File: src/rtl/clkctl_pkg.sv
package clkctl_pkg;
  localparam int DIV_W = 7;

  typedef enum logic [1:0] {
    PCC_DIV64 = 2'b00,
    PCC_DIV16 = 2'b01,
    PCC_DIV8  = 2'b10,
    PCC_DIV4  = 2'b11
  } pcc_sel_e;

  localparam logic [DIV_W-1:0] SUB_DIV = 7'd4;

  function automatic logic [DIV_W-1:0] pcc_div(pcc_sel_e s);
    case (s)
      PCC_DIV64: pcc_div = 7'd64;
      PCC_DIV16: pcc_div = 7'd16;
      PCC_DIV8:  pcc_div = 7'd8;
      default:   pcc_div = 7'd4;
    endcase
  endfunction
endpackage

File: src/rtl/clkctl_stab.sv
module clkctl_stab #(
  parameter int STAB_W = 17
) (
  input  logic clk_i,
  input  logic rst_ni,
  input  logic osc_en_i,
  input  logic tick_i,
  output logic ready_o,
  output logic boot_o
);
  logic [STAB_W-1:0] cnt_q;
  logic              ready_q;
  logic              boot_q;

  always_ff @(posedge clk_i or negedge rst_ni) begin
    if (!rst_ni) begin
      cnt_q   <= '0;
      ready_q <= 1'b0;
      boot_q  <= 1'b0;
    end else begin
      boot_q <= boot_q | ready_q;
      if (!osc_en_i) begin
        cnt_q   <= '0;
        ready_q <= 1'b0;
      end else if (tick_i && !ready_q) begin
        cnt_q <= cnt_q + 1'b1;
        if (cnt_q == '1) ready_q <= 1'b1;
      end
    end
  end

  assign ready_o = ready_q;
  assign boot_o  = boot_q;
endmodule

File: src/rtl/clkctl_mcgen.sv
module clkctl_mcgen
  import clkctl_pkg::*;
#(
  parameter int CNT_W = DIV_W - 1
) (
  input  logic     clk_i,
  input  logic     rst_ni,
  input  logic     main_tick_i,
  input  logic     sub_tick_i,
  input  logic     osc_en_i,
  input  logic     hold_i,
  input  logic     src_sub_i,
  input  pcc_sel_e pcc_i,
  output logic     stb_o
);
  logic [CNT_W-1:0] cnt_q;
  logic             src_q;
  logic             tick;
  logic [DIV_W-1:0] lim;
  logic [DIV_W-1:0] cnt_ext;
  logic             wrap;

  assign tick    = src_sub_i ? sub_tick_i : (main_tick_i & osc_en_i);
  assign lim     = src_sub_i ? SUB_DIV : pcc_div(pcc_i);
  assign cnt_ext = {{(DIV_W-CNT_W){1'b0}}, cnt_q};
  assign wrap    = cnt_ext >= (lim - 1'b1);
  assign stb_o   = tick & ~hold_i & wrap & (src_q == src_sub_i);

  always_ff @(posedge clk_i or negedge rst_ni) begin
    if (!rst_ni) begin
      cnt_q <= '0;
      src_q <= 1'b0;
    end else begin
      src_q <= src_sub_i;
      if (src_q != src_sub_i) begin
        cnt_q <= '0;
      end else if (tick && !hold_i) begin
        cnt_q <= wrap ? '0 : cnt_q + 1'b1;
      end
    end
  end
endmodule

File: src/rtl/clkctl_switch.sv
module clkctl_switch #(
  parameter int SW_CYC = 32,
  localparam int SW_W  = (SW_CYC > 1) ? $clog2(SW_CYC) : 1
) (
  input  logic clk_i,
  input  logic rst_ni,
  input  logic wr_i,
  input  logic sel_i,
  input  logic stop_i,
  input  logic sub_ok_i,
  input  logic main_ok_i,
  input  logic stb_i,
  output logic act_sub_o,
  output logic busy_o,
  output logic stop_o
);
  logic            req_q;
  logic            act_q;
  logic            stop_q;
  logic [SW_W-1:0] cnt_q;
  logic            tgt_ok;
  logic            busy;

  assign busy   = req_q != act_q;
  assign tgt_ok = req_q ? sub_ok_i : main_ok_i;

  always_ff @(posedge clk_i or negedge rst_ni) begin
    if (!rst_ni) begin
      req_q  <= 1'b0;
      stop_q <= 1'b0;
    end else if (wr_i) begin
      stop_q <= stop_i;
      if (!(sel_i && !sub_ok_i)) req_q <= sel_i;
    end
  end

  always_ff @(posedge clk_i or negedge rst_ni) begin
    if (!rst_ni) begin
      act_q <= 1'b0;
      cnt_q <= '0;
    end else if (!busy) begin
      cnt_q <= '0;
    end else if (stb_i && tgt_ok) begin
      if (cnt_q == SW_W'(SW_CYC - 1)) begin
        act_q <= req_q;
        cnt_q <= '0;
      end else begin
        cnt_q <= cnt_q + 1'b1;
      end
    end
  end

  assign act_sub_o = act_q;
  assign busy_o    = busy;
  assign stop_o    = stop_q;
endmodule

File: src/rtl/clkctl_top.sv
module clkctl_top
  import clkctl_pkg::*;
#(
  parameter int STAB_W = 17,
  parameter int SW_CYC = 32,
  parameter int SYNC_N = 2
) (
  input  logic       clk_i,
  input  logic       rst_ni,
  input  logic       main_tick_i,
  input  logic       sub_tick_i,
  input  logic       sub_run_i,
  input  logic       wr_pcc_i,
  input  logic       wr_scc_i,
  input  logic [3:0] wdata_i,
  output logic       cpu_rst_o,
  output logic       mc_stb_o,
  output logic       sub_active_o,
  output logic       busy_o,
  output logic       main_osc_en_o,
  output logic       sub_ready_o
);
  pcc_sel_e          pcc_q;
  logic [SYNC_N-1:0] sync_q;
  logic              sub_ok;
  logic              main_ok;
  logic              boot;
  logic              act_sub;
  logic              stop_q;
  logic              osc_en;
  logic              stb;
  logic              busy;
  logic              unused_wd;

  assign unused_wd = wdata_i[2];

  always_ff @(posedge clk_i or negedge rst_ni) begin
    if (!rst_ni) sync_q <= '0;
    else         sync_q <= {sync_q[SYNC_N-2:0], sub_run_i};
  end
  assign sub_ok = sync_q[SYNC_N-1];

  always_ff @(posedge clk_i or negedge rst_ni) begin
    if (!rst_ni)       pcc_q <= PCC_DIV64;
    else if (wr_pcc_i) pcc_q <= pcc_sel_e'(wdata_i[1:0]);
  end

  // stop only bites once the subsystem source owns the strobe
  assign osc_en = ~(stop_q & act_sub);

  clkctl_stab #(.STAB_W(STAB_W)) u_stab (
    .clk_i    (clk_i),
    .rst_ni   (rst_ni),
    .osc_en_i (osc_en),
    .tick_i   (main_tick_i),
    .ready_o  (main_ok),
    .boot_o   (boot)
  );

  clkctl_mcgen u_mcgen (
    .clk_i       (clk_i),
    .rst_ni      (rst_ni),
    .main_tick_i (main_tick_i),
    .sub_tick_i  (sub_tick_i),
    .osc_en_i    (osc_en),
    .hold_i      (~boot),
    .src_sub_i   (act_sub),
    .pcc_i       (pcc_q),
    .stb_o       (stb)
  );

  clkctl_switch #(.SW_CYC(SW_CYC)) u_switch (
    .clk_i     (clk_i),
    .rst_ni    (rst_ni),
    .wr_i      (wr_scc_i),
    .sel_i     (wdata_i[0]),
    .stop_i    (wdata_i[3]),
    .sub_ok_i  (sub_ok),
    .main_ok_i (main_ok),
    .stb_i     (stb),
    .act_sub_o (act_sub),
    .busy_o    (busy),
    .stop_o    (stop_q)
  );

  assign cpu_rst_o     = ~boot;
  assign mc_stb_o      = stb;
  assign sub_active_o  = act_sub;
  assign busy_o        = busy;
  assign main_osc_en_o = osc_en;
  assign sub_ready_o   = sub_ok;
endmodule

File: config.mk
export PLATFORM = sky130hd
export DESIGN_NAME = clkctl_top
export DESIGN_NICKNAME = d
export VERILOG_FILES = /design/src/rtl/clkctl_pkg.sv /design/src/rtl/clkctl_stab.sv /design/src/rtl/clkctl_mcgen.sv /design/src/rtl/clkctl_switch.sv /design/src/rtl/clkctl_top.sv
export SDC_FILE = /design/constraint.sdc
export NUM_CORES = 1
export LEC_CHECK = 0
export BUFFER_PORTS_ARGS = -buffer_cell sky130_fd_sc_hd__buf_4
export CORE_AREA = 2 2 85 87
export DETAILED_ROUTE_END_ITERATION = 12
export DIE_AREA = 0 0 87 89
export GPL_ROUTABILITY_DRIVEN = 0
export PLACE_DENSITY_LB_ADDON = 0.15
export SLEW_MARGIN = 20
export SYNTH_ARGS = -nofsm -noshare
export SYNTH_HDL_FRONTEND = slang
export SYNTH_SLANG_ARGS = --single-unit
export TNS_END_PERCENT = 1
File: constraint.sdc
create_clock -name clk_i -period 3.5 [get_ports clk_i]
set_clock_uncertainty 0.2 [all_clocks]
set_input_delay 0.7 -clock clk_i [delete_from_list [all_inputs] [get_ports clk_i]]
set_output_delay 0.7 -clock clk_i [all_outputs]
set_load 0.02 [all_outputs]
# Yosys cells after proc, flatten, opt, wreduce, memory -nomap -nowiden
# Cells that the tools add are included.
totals:
  register_bits: 38
  latch_bits: 0
  ramBits: 0
  mem_bits_ro: 0
  in_bits: 11
  out_inout_bits: 6
  n_memories: 0
op_classes:
  add_sub_neg: 4
  multipliers: 0
  div_mod_pow: 0
  magnitude_cmp: 1
  n_eq_ne: 8
  shift: 0
  n_mux: 15
  bitwise: 9
  n_reduce_logical: 13
op_table:
  columns: ["operator", "count"]
  rows:
  - ["$mux 17", 2]
  - ["$pmux 7 s3", 1]
  - ["$mux 6", 3]
  - ["$add 17x1->17 const B", 1]
  - ["$eq 17x17->1 const B", 1]
  - ["$mux 5", 3]
  - ["$ge 6x7->1", 1]
  - ["$mux 7", 1]
  - ["$sub 7x1->7 const B", 1]
  - ["$add 6x1->6 const B", 1]
  - ["$reduce_bool 2->1", 3]
  - ["$add 5x1->5 const B", 1]
  - ["$and 1x1->1", 5]
  - ["$eq 5x5->1 const B", 1]
  - ["$mux 1", 5]
  - ["$logic_and 1x1->1", 4]
  - ["$reduce_and 2->1", 2]
  - ["$not 1->1", 3]
  - ["$reduce_and 3->1", 1]
  - ["$eq 2x1->1 const B", 1]
  - ["$eq 2x2->1 const B", 1]
  - ["$logic_not 1->1", 2]
  - ["$logic_not 2->1", 1]
  - ["$ne 1x1->1", 2]
  - ["other kinds (3)", 3]

# Depth between registers and ports, before layout
# Gate-level depths: netlist (run 1).
depth:
  word_depth: 10
  ltp_mapped: 11

# Cells and area by module
# From an unflattened synthesis (run 1), not the netlist that was laid out.
hier_totals:
  cells_unflattened: 202
  area_unflattened_um2: 2129.5
by_module_without_submodules:
  columns: ["module", "n_inst", "cells_each", "area_per_inst_um2", "seq_area_each_um2"]
  rows:
  - ["clkctl_stab", 1, 94, 1012.2, 475.5]
  - ["clkctl_mcgen", 1, 58, 563.0, 175.2]
  - ["clkctl_switch", 1, 42, 424.2, 200.2]
  - ["clkctl_top", 1, 8, 130.1, 100.1]

# Worst setup path after synthesis (run 1)
# Ideal clock, no wire load.
synth_timing:
  path_kind: "register to output"
  start: "register u_switch.act_q, in the netlist u_switch.act_sub_o"
  end: "output port mc_stb_o"
  t_arrival_ps: 2268
  t_required_ps: 2600
  slack_ps: 332
  path_stages_with_launch: 9
  cell_sequence: "dfrtp_1 -> buf_6 -> nor2_1 -> nand2_1 -> ha_1 -> ha_1 -> o2111ai_1 -> a21o_1 -> a211oi_1"
synth_between:
  elab_chain_cells: 7
  elab_cells_between_ends: 11
synth_rtl:
  columns: ["element", "line_no", "text"]
  rows:
  - ["from (decl)", "clkctl_switch.sv:18", "logic act_q;"]
  - ["from (signal assigned)", "clkctl_switch.sv:45", "act_q <= req_q;"]
  - ["parallel branches: the longest is 6 deep, another holds $sub 7x1->7", null, null]
  - ["$and 1x1->1 (*)", "clkctl_mcgen.sv:27", "assign stb_o = tick & ~hold_i & wrap & (src_q == src_sub_i);"]
  - ["to (decl)", "clkctl_top.sv:17", "output logic mc_stb_o,"]
# Mark *: on every way between the ends.

# Final worst setup path (run 1)
# Same ends and word-level chain as after synthesis.

==> summary by stage, run 1 <==
STA
The achievable frequency is about 310 MHz. Setup repair after global routing left no endpoint under its margin. The slew of the pin with the lowest slew margin is 0.636 ns. Setup violations remaining at the end of the flow were counted as 0. Dividing the final minimum period by the clock period gives 92.5%. The hold violation count in the final report came to 0. The post-route worst setup slack is approximately 0.26 ns. Headroom to the max-slew limit came out at 57.2%. Setup total negative slack on the finished layout was measured at 0 ns. The routed design could run at a clock period as short as 3.24 ns.

The count of pins over their slew limit came to 0.

Synth
By area the synthesized netlist is led by sky130_fd_sc_hd__dfrtp_1, sky130_fd_sc_hd__ha_1, sky130_fd_sc_hd__nor2_1. Yosys mapped a number of flops with a built-in enable equal to 0. The netlist area before placement is between 0.0015 and 0.002 mm^2. The count of warnings emitted by yosys is 0. For this run, the leading register cell type out of synthesis is sky130_fd_sc_hd__dfrtp_1. The commonest cells after synthesis are sky130_fd_sc_hd__dfrtp_1, sky130_fd_sc_hd__nor2_1, sky130_fd_sc_hd__nand2_1. The share of the synthesized area in the top cell type is between 40% and 50%.

The mean area per synthesized cell is about 10 um^2. The async set-reset flop share out of synthesis is 100%. The sequential-to-total area share from yosys stat is 47.8%.

The cell count after synthesis is 198. In this run, distinct cell masters in the synthesized netlist total 41. The number of nets produced by synthesis is 219.

The largest area contributor in the synthesized netlist is sky130_fd_sc_hd__dfrtp_1. The synthesized design contains 38 register bits. Among all cell types in the netlist, the one instantiated most often is sky130_fd_sc_hd__dfrtp_1.

Setup path
The critical path is of the flip-flop to output port type. The element type at the critical path start is a flip-flop. At the worst endpoint, the arrival time is 2.34 ns. The largest driver fanout on the critical path is 5. The data required time at the worst endpoint is 2.60 ns. The worst setup path is captured at an output port.

Global route
The total overflow left after global routing is 0. Entering global routing, the biggest net connects 39 pins. The first-pass GRT wire length is 6.86 mm.

Global routing consumed, over all layers together, 11.4% of the routing resources. The via count of the first global-routing pass is 1462. The number of antenna violations at the first check in global routing is 0.

Placement
Timing analysis after detailed placement gives a worst setup slack of 0.440 ns. The HPWL after detailed placement is 2.57 mm. The count of input and output buffers is 15.

Detailed routing
For this block, the routed nets add up to around 3.7 mm of wire. For this run, the detailed router's first-pass iteration total came to 4. The post-detailed-route wirelength per cell is between 10 and 15 um. For this block, the via count after detailed routing is 1421. The detailed router finished its first iteration with 40 violations. The count of antenna-violating nets left after detailed routing is 0. The number of vias per cell after detailed routing is roughly 4.8. In the routed design, unresolved DRC markers number 0.

Die
The area of the die is 0.00774 mm^2. The core area is 0.00672 mm^2. The floorplan has 30 rows. The initial utilization of the core area, before any placement, comes to around 30%. The chip height is slightly below 90 um.

Pin placement for this block handled 17 I/O pins. The floorplan step set the die width to roughly 87 um.

Pwr
The largest vdd supply drop is 0.000248 V. For this design the static power due to leakage is 1.03 nW. In this run the power density over the cells is 441 mW/mm^2.

Clock network
The count of buffers added by post-CTS timing repair for setup is 0. CTS placed an instance of sky130_fd_sc_hd__clkbuf_8 at the clock tree root. In this run the number of H-tree levels came out at 2. Clock-pin slew was measured on the worst setup and hold paths at 0.08 ns.

TritonCTS built the clock tree. Clock tree synthesis inserted a total of 5 buffers. Gates resized during post-CTS repair numbered 0. The longest clock path from root to sink contains 2 buffers.

The total of hold buffers inserted after clock tree synthesis is 0. The later pin in the worst-skew pair is clocked with a latency of 0.29 ns. The clock drives 38 sinks.

Final layout
The area of the multi-input gates is roughly 980 um^2. Summing all flip-flop and latch instances after layout gives 951 um^2. The layout has 684 filler cells. The fraction of final layout cells with drive strength greater than 1 is between 10% and 20%. Relative to the synthesized area, the layout overhead comes to 14.3%. The number of antenna diodes in the final layout is 0.

In the final design database the tool counted 238 nets.

Min path
In this run the worst hold path is classified as flip-flop to flip-flop.

Run
The number of max-cap violations is 0.

Outcome
The run finished with clean final reports.
## cell type report
| type | instances | area share [%] |
|---|---|---|
| timing repair buffer | 16 | 5.28 |
| multi-input combinational | 148 | 43.0 |
| inverter | 8 | 1.32 |
| sequential | 38 | 41.8 |
| clock buffer | 6 | 3.63 |
| clock inverter | 2 | 0.550 |
| tap | 80 | 4.40 |
## metrics by stage
stage                     util [%]  instance area [um^2]  instances  hold slack [ns]  power, mW
after floorplan                  -                  1990        198            0.131      0.642
after global placement        32.4                  2180        290            0.132      0.692
after detailed placement      32.4                  2180        290            0.136      0.691
after CTS                     33.9                  2270        298            0.156       1.02
after global routing          33.9                  2270        298            0.178       1.07
final                         33.9                  2270        298            0.151       1.00
## cells in the final DEF, fill, tap and decap left out, drive strengths merged, types with 3 or more instances in the layout
| cell | instances |
|---|---|
| a21oi | 12 |
| xor2 | 10 |
| clkbuf | 6 |
| ha | 10 |
| nor2 | 26 |
| inv | 8 |
| o21ai | 5 |
| xnor2 | 8 |
| and3 | 5 |
| mux2 | 5 |
| nor3 | 3 |
| nand4 | 4 |
| buf | 16 |
| nor2b | 3 |
| nand3 | 12 |
| nand2 | 15 |
| and2 | 3 |
| dfrtp | 38 |
| a22o | 4 |
## state kept, by name, summed over array words and instances (netlist names)
register            count
u_switch.act_sub_o      1
u_mcgen.src_q           1
u_switch.req_q          1
sync_q                  2
u_switch.stop_o         1
u_mcgen.cnt_q           6
pcc_q                   2
u_stab.cnt_q           17
u_switch.cnt_q          5
u_stab.boot_o           1
u_stab.ready_o          1
## routing by layer
metal / vias to the layer above / wire [um] / GRT usage (%)
met3: 7 / 119 / 2.59
met1: 667 / 1920 / 15.6
met5: - / 0 / 0
li1: 732 / - / -
met4: 0 / 67 / 4.69
met2: 15 / 1600 / 17.3
## critical path, stage by stage (launching register included)
cell,delay [ns]
sky130_fd_sc_hd__dfrtp_1,0.43
sky130_fd_sc_hd__nor2_1,0.20
sky130_fd_sc_hd__nand2_1,0.08
sky130_fd_sc_hd__ha_1,0.27
sky130_fd_sc_hd__ha_1,0.29
sky130_fd_sc_hd__o2111ai_1,0.11
sky130_fd_sc_hd__a21o_1,0.19
sky130_fd_sc_hd__a211oi_1,0.29
sky130_fd_sc_hd__buf_4,0.20
## worst paths after layout
kind	end	cells past startpoint	start	slack, ns
worst min-delay path	sync_q[1]$_DFF_PN0_	0	sync_q[0]$_DFF_PN0_	0.15
max in group asynchronous	u_stab.cnt_q[11]$_DFFE_PN0P_	1	rst_ni	2.57
worst max-delay path	mc_stb_o	8	u_switch.act_sub_o$_DFFE_PN0P_	0.26
worst max register to register	u_switch.cnt_q[2]$_DFFE_PN0P_	9	u_switch.act_sub_o$_DFFE_PN0P_	0.45
worst min register to register	sync_q[1]$_DFF_PN0_	0	sync_q[0]$_DFF_PN0_	0.15
min in group asynchronous	u_stab.cnt_q[0]$_DFFE_PN0P_	1	rst_ni	0.17
## kinds of logic after synthesis
group	Yosys count	share of synthesized area (%)
multiplexers	7	3.84
AND/OR/NAND/NOR	81	20.4
adder cells (fa/ha/maj)	10	6.29
buffers and inverters	12	3.02
AO/OA/AOI/OAI	32	10.4
XOR/XNOR	18	8.30
flip-flops	38	47.8
## power breakdown
group	switching [mW]	internal, mW	total (mW)
Combinational	0.0744	0.0680	0.142
Sequential	0.0517	0.487	0.538
Clock	0.163	0.158	0.322
Power figures use the tool's default switching activity.
==> run 2, diff against run 1 <==
==> constraint.sdc (replaced) <==
create_clock -name clk_i -period 3.5 [get_ports clk_i]
set_clock_uncertainty 0.2 [all_clocks]
set_input_delay 0.35 -clock clk_i [delete_from_list [all_inputs] [get_ports clk_i]]
set_output_delay 0.35 -clock clk_i [all_outputs]
set_load 0.02 [all_outputs]
==> run 2 against run 1 <==
Compared with the run above:
- non-clock buffer count increased by 2
- highest routed layer unchanged
- setup slack improved by 0.17 ns
- largest cell class unchanged
- sequential share of layout area shrank 0.63 points
- count of clock-buffer cells in the layout increased by 2
- final cell count is 0.67% higher
- sequential power about the same
- wire length increased by 1.9%
==> summary by stage, run 2 (synthesis gave the netlist of run 1 again) <==
Final layout
Counting flops per register, the top entry is u_stab.cnt_q. The number of flip-flops under the largest register name is 17. The most common cell after layout, fill and taps aside is sky130_fd_sc_hd__dfrtp_1. The post-route cell area is 0.00231 mm^2. The final layout net count is 240. The fraction of final layout cells with drive strength greater than 1 is around 17%. The largest registers in the layout are u_stab.cnt_q x17, u_mcgen.cnt_q x6, u_switch.cnt_q x5. The final cell count without fillers is 300. The area added between synthesis and finish is 16.1%. In the layout the commonest cells are sky130_fd_sc_hd__dfrtp_1, sky130_fd_sc_hd__nor2_1, sky130_fd_sc_hd__buf_4, sky130_fd_sc_hd__nand2_1. 0 antenna diodes ended up in the layout.

STA
At the pin with the least slew margin, the transition time is 0.606 ns. The count of pins over their slew limit is 0. The post-route clock period utilization is just under 90%. Measured against its own limit, the worst slew margin works out to 59.2%.

For the final routed database, the setup TNS stands at 0 ns. The achievable frequency is 326 MHz. The hold violation count in the final report came to 0. Setup repair after global routing left no endpoint under its margin. The worst path needs 3.07 ns of the cycle, external delays included. The final hold slack is 0.0525 ns. The count of endpoints failing setup in the final report is 0.

Min path
The path class of the lowest-slack min-delay path is primary input to flip-flop.

Die
The area of the die is a little under 0.008 mm^2. The core area is 0.00672 mm^2. Row generation in the floorplan step produced 30 rows. The floorplan step set the die height to 89 um. Measured along the x axis, the die boundary spans 87 um.

The initial utilization of the core area, before any placement, comes to 29.6%. During I/O placement, the number of pins put on the boundary was 17.

Clock network
The clock buffer count from CTS is 5. The TritonCTS clock tree is yes. The deepest clock path buffer count is 2. The root cell of the clock tree is sky130_fd_sc_hd__clkbuf_8. In this run the number of H-tree levels came out at 2. The count of buffers added by post-CTS timing repair for setup is 0. The clock sink count is 38. After clock tree synthesis, the clock-pin slew on the worst setup and hold paths is 0.07 ns.

The worst-skew pair later-pin latency is 0.28 ns.

Outcome
The flow ran to the end, and the final reports show no timing, DRC or antenna violations.

Placement
After detailed placement, the total cell area comes to 0.00218 mm^2. The count of input and output buffers is 15. The half-perimeter wire length after placement is 2.60 mm. In this run, placement finished with an instance count of 290.

Run
The tool flagged a number of max-cap violations equal to 0.

Global route
Global routing consumed, over all layers together, 11.2% of the routing resources. The number of antenna violations at the first check in global routing is 0. The first-pass GRT wire length is 6.82 mm.

The via count of the first global-routing pass is about 1500. The remaining global-route overflow is 0. The maximum number of pins on one net before global-route repair is 39.

Detailed routing
In this run the remaining antenna-violating nets after routing total 0. The first detailed-routing pass took 4 iterations. After detailed routing, the number of remaining DRC violations is 0.

The overall routed net length is 3.78 mm. The iteration-0 DRC count of the detailed router is 71. The number of vias per cell after detailed routing is 4.86.

The total via count after detailed routing is 1457. The post-detailed-route wirelength per cell is ~13 um.

Setup path
The element type at the critical path start is a flip-flop. At the worst endpoint, the required time is between 3 and 4 ns. The largest individual stage delay along the critical path comes from the cell sky130_fd_sc_hd__a2111o_1. The largest stage delay on the critical path is approximately 0.55 ns.

The most repeated library cell on the critical path is sky130_fd_sc_hd__ha_1. In this run the worst path has a maximum fanout of 10. STA puts the critical path data arrival time at 3.08 ns. The category of the worst setup path capture point is a flip-flop.

The category of the most critical setup path is flip-flop to flip-flop. Traced cell by cell, the critical path runs through nor2_1 -> nand2_1 -> ha_1 -> ha_1 -> o2111ai_1 -> a21o_1 -> a2111o_1 -> or4b_1 -> a21oi_1.

Pwr
The completed layout was analyzed and its total power is 1.04 mW. The power per cell area is 450 mW/mm^2. Across the VDD grid, the largest voltage drop is 0.000249 V.

The leakage power total is 1.05 nW.
==> run 2: cell count changes in the layout (fill, tap and decap cells not counted), sizes merged <==
cell	previous run	this run
clkbuf	6	8
clkinvlp	1	0
dlygate4sd3	0	2
clkinv	1	0
==> run 2: metrics by stage <==
step	util, %	worst slack [ns]
floorplan	-	0.408
global placement	32.4	0.471
detailed placement	32.4	0.434
CTS	34.4	0.417
global route	34.4	0.186
finish	34.4	0.429
==> run 2: final timing paths <==
check	startpoint	to	slack (ns)	cells after the start
max	u_switch.act_sub_o$_DFFE_PN0P_	u_switch.cnt_q[2]$_DFFE_PN0P_	0.43	9
min	wr_scc_i	u_switch.req_q$_DFFE_PN0P_	0.05	2
max reg2reg	u_switch.act_sub_o$_DFFE_PN0P_	u_switch.cnt_q[2]$_DFFE_PN0P_	0.43	9
min reg2reg	sync_q[0]$_DFF_PN0_	sync_q[1]$_DFF_PN0_	0.15	0
max in group asynchronous	rst_ni	u_switch.act_sub_o$_DFFE_PN0P_	2.38	2
min in group asynchronous	rst_ni	u_stab.cnt_q[2]$_DFFE_PN0P_	0.36	2
==> run 2: area by class of cell <==
cell class	count	area, um^2
timing repair buffer	18	140
fill	681	4410
clock buffer	8	110
tap	80	100
sequential	38	951
inverter	8	30.0
multi-input combinational	148	978
==> run 2: per-layer routing <==
metal | GRT usage, % | wire length, um | vias to the layer above
met5 | 0 | 0 | -
met4 | 3.84 | 40 | 0
met3 | 2.77 | 118 | 6
met2 | 18.2 | 1690 | 17
met1 | 14.7 | 1930 | 696
li1 | - | - | 738
==> run 2: where the power goes <==
group	switching, mW	total, mW	internal [mW]	leakage [nW]
Clock	0.156	0.355	0.199	0.0575
Sequential	0.0510	0.538	0.487	0.480
Combinational	0.0758	0.145	0.0697	0.515
Total	0.283	1.04	0.755	1.05
==> run 2: what timing repair did <==
action                     CTS  global route
setup endpoints to repair    0             0
hold buffers                 2             0
hold endpoints to repair    39             0
resized for setup            0             0
==> run 2: worst max-delay path: cells and delay by family, from the launching register on <==
| family | cells | cell delay (ns) |
|---|---|---|
| compound gates | 4 | 1.01 |
| fa+ha+maj | 2 | 0.56 |
| flops | 1 | 0.43 |
| simple gates | 3 | 0.80 |
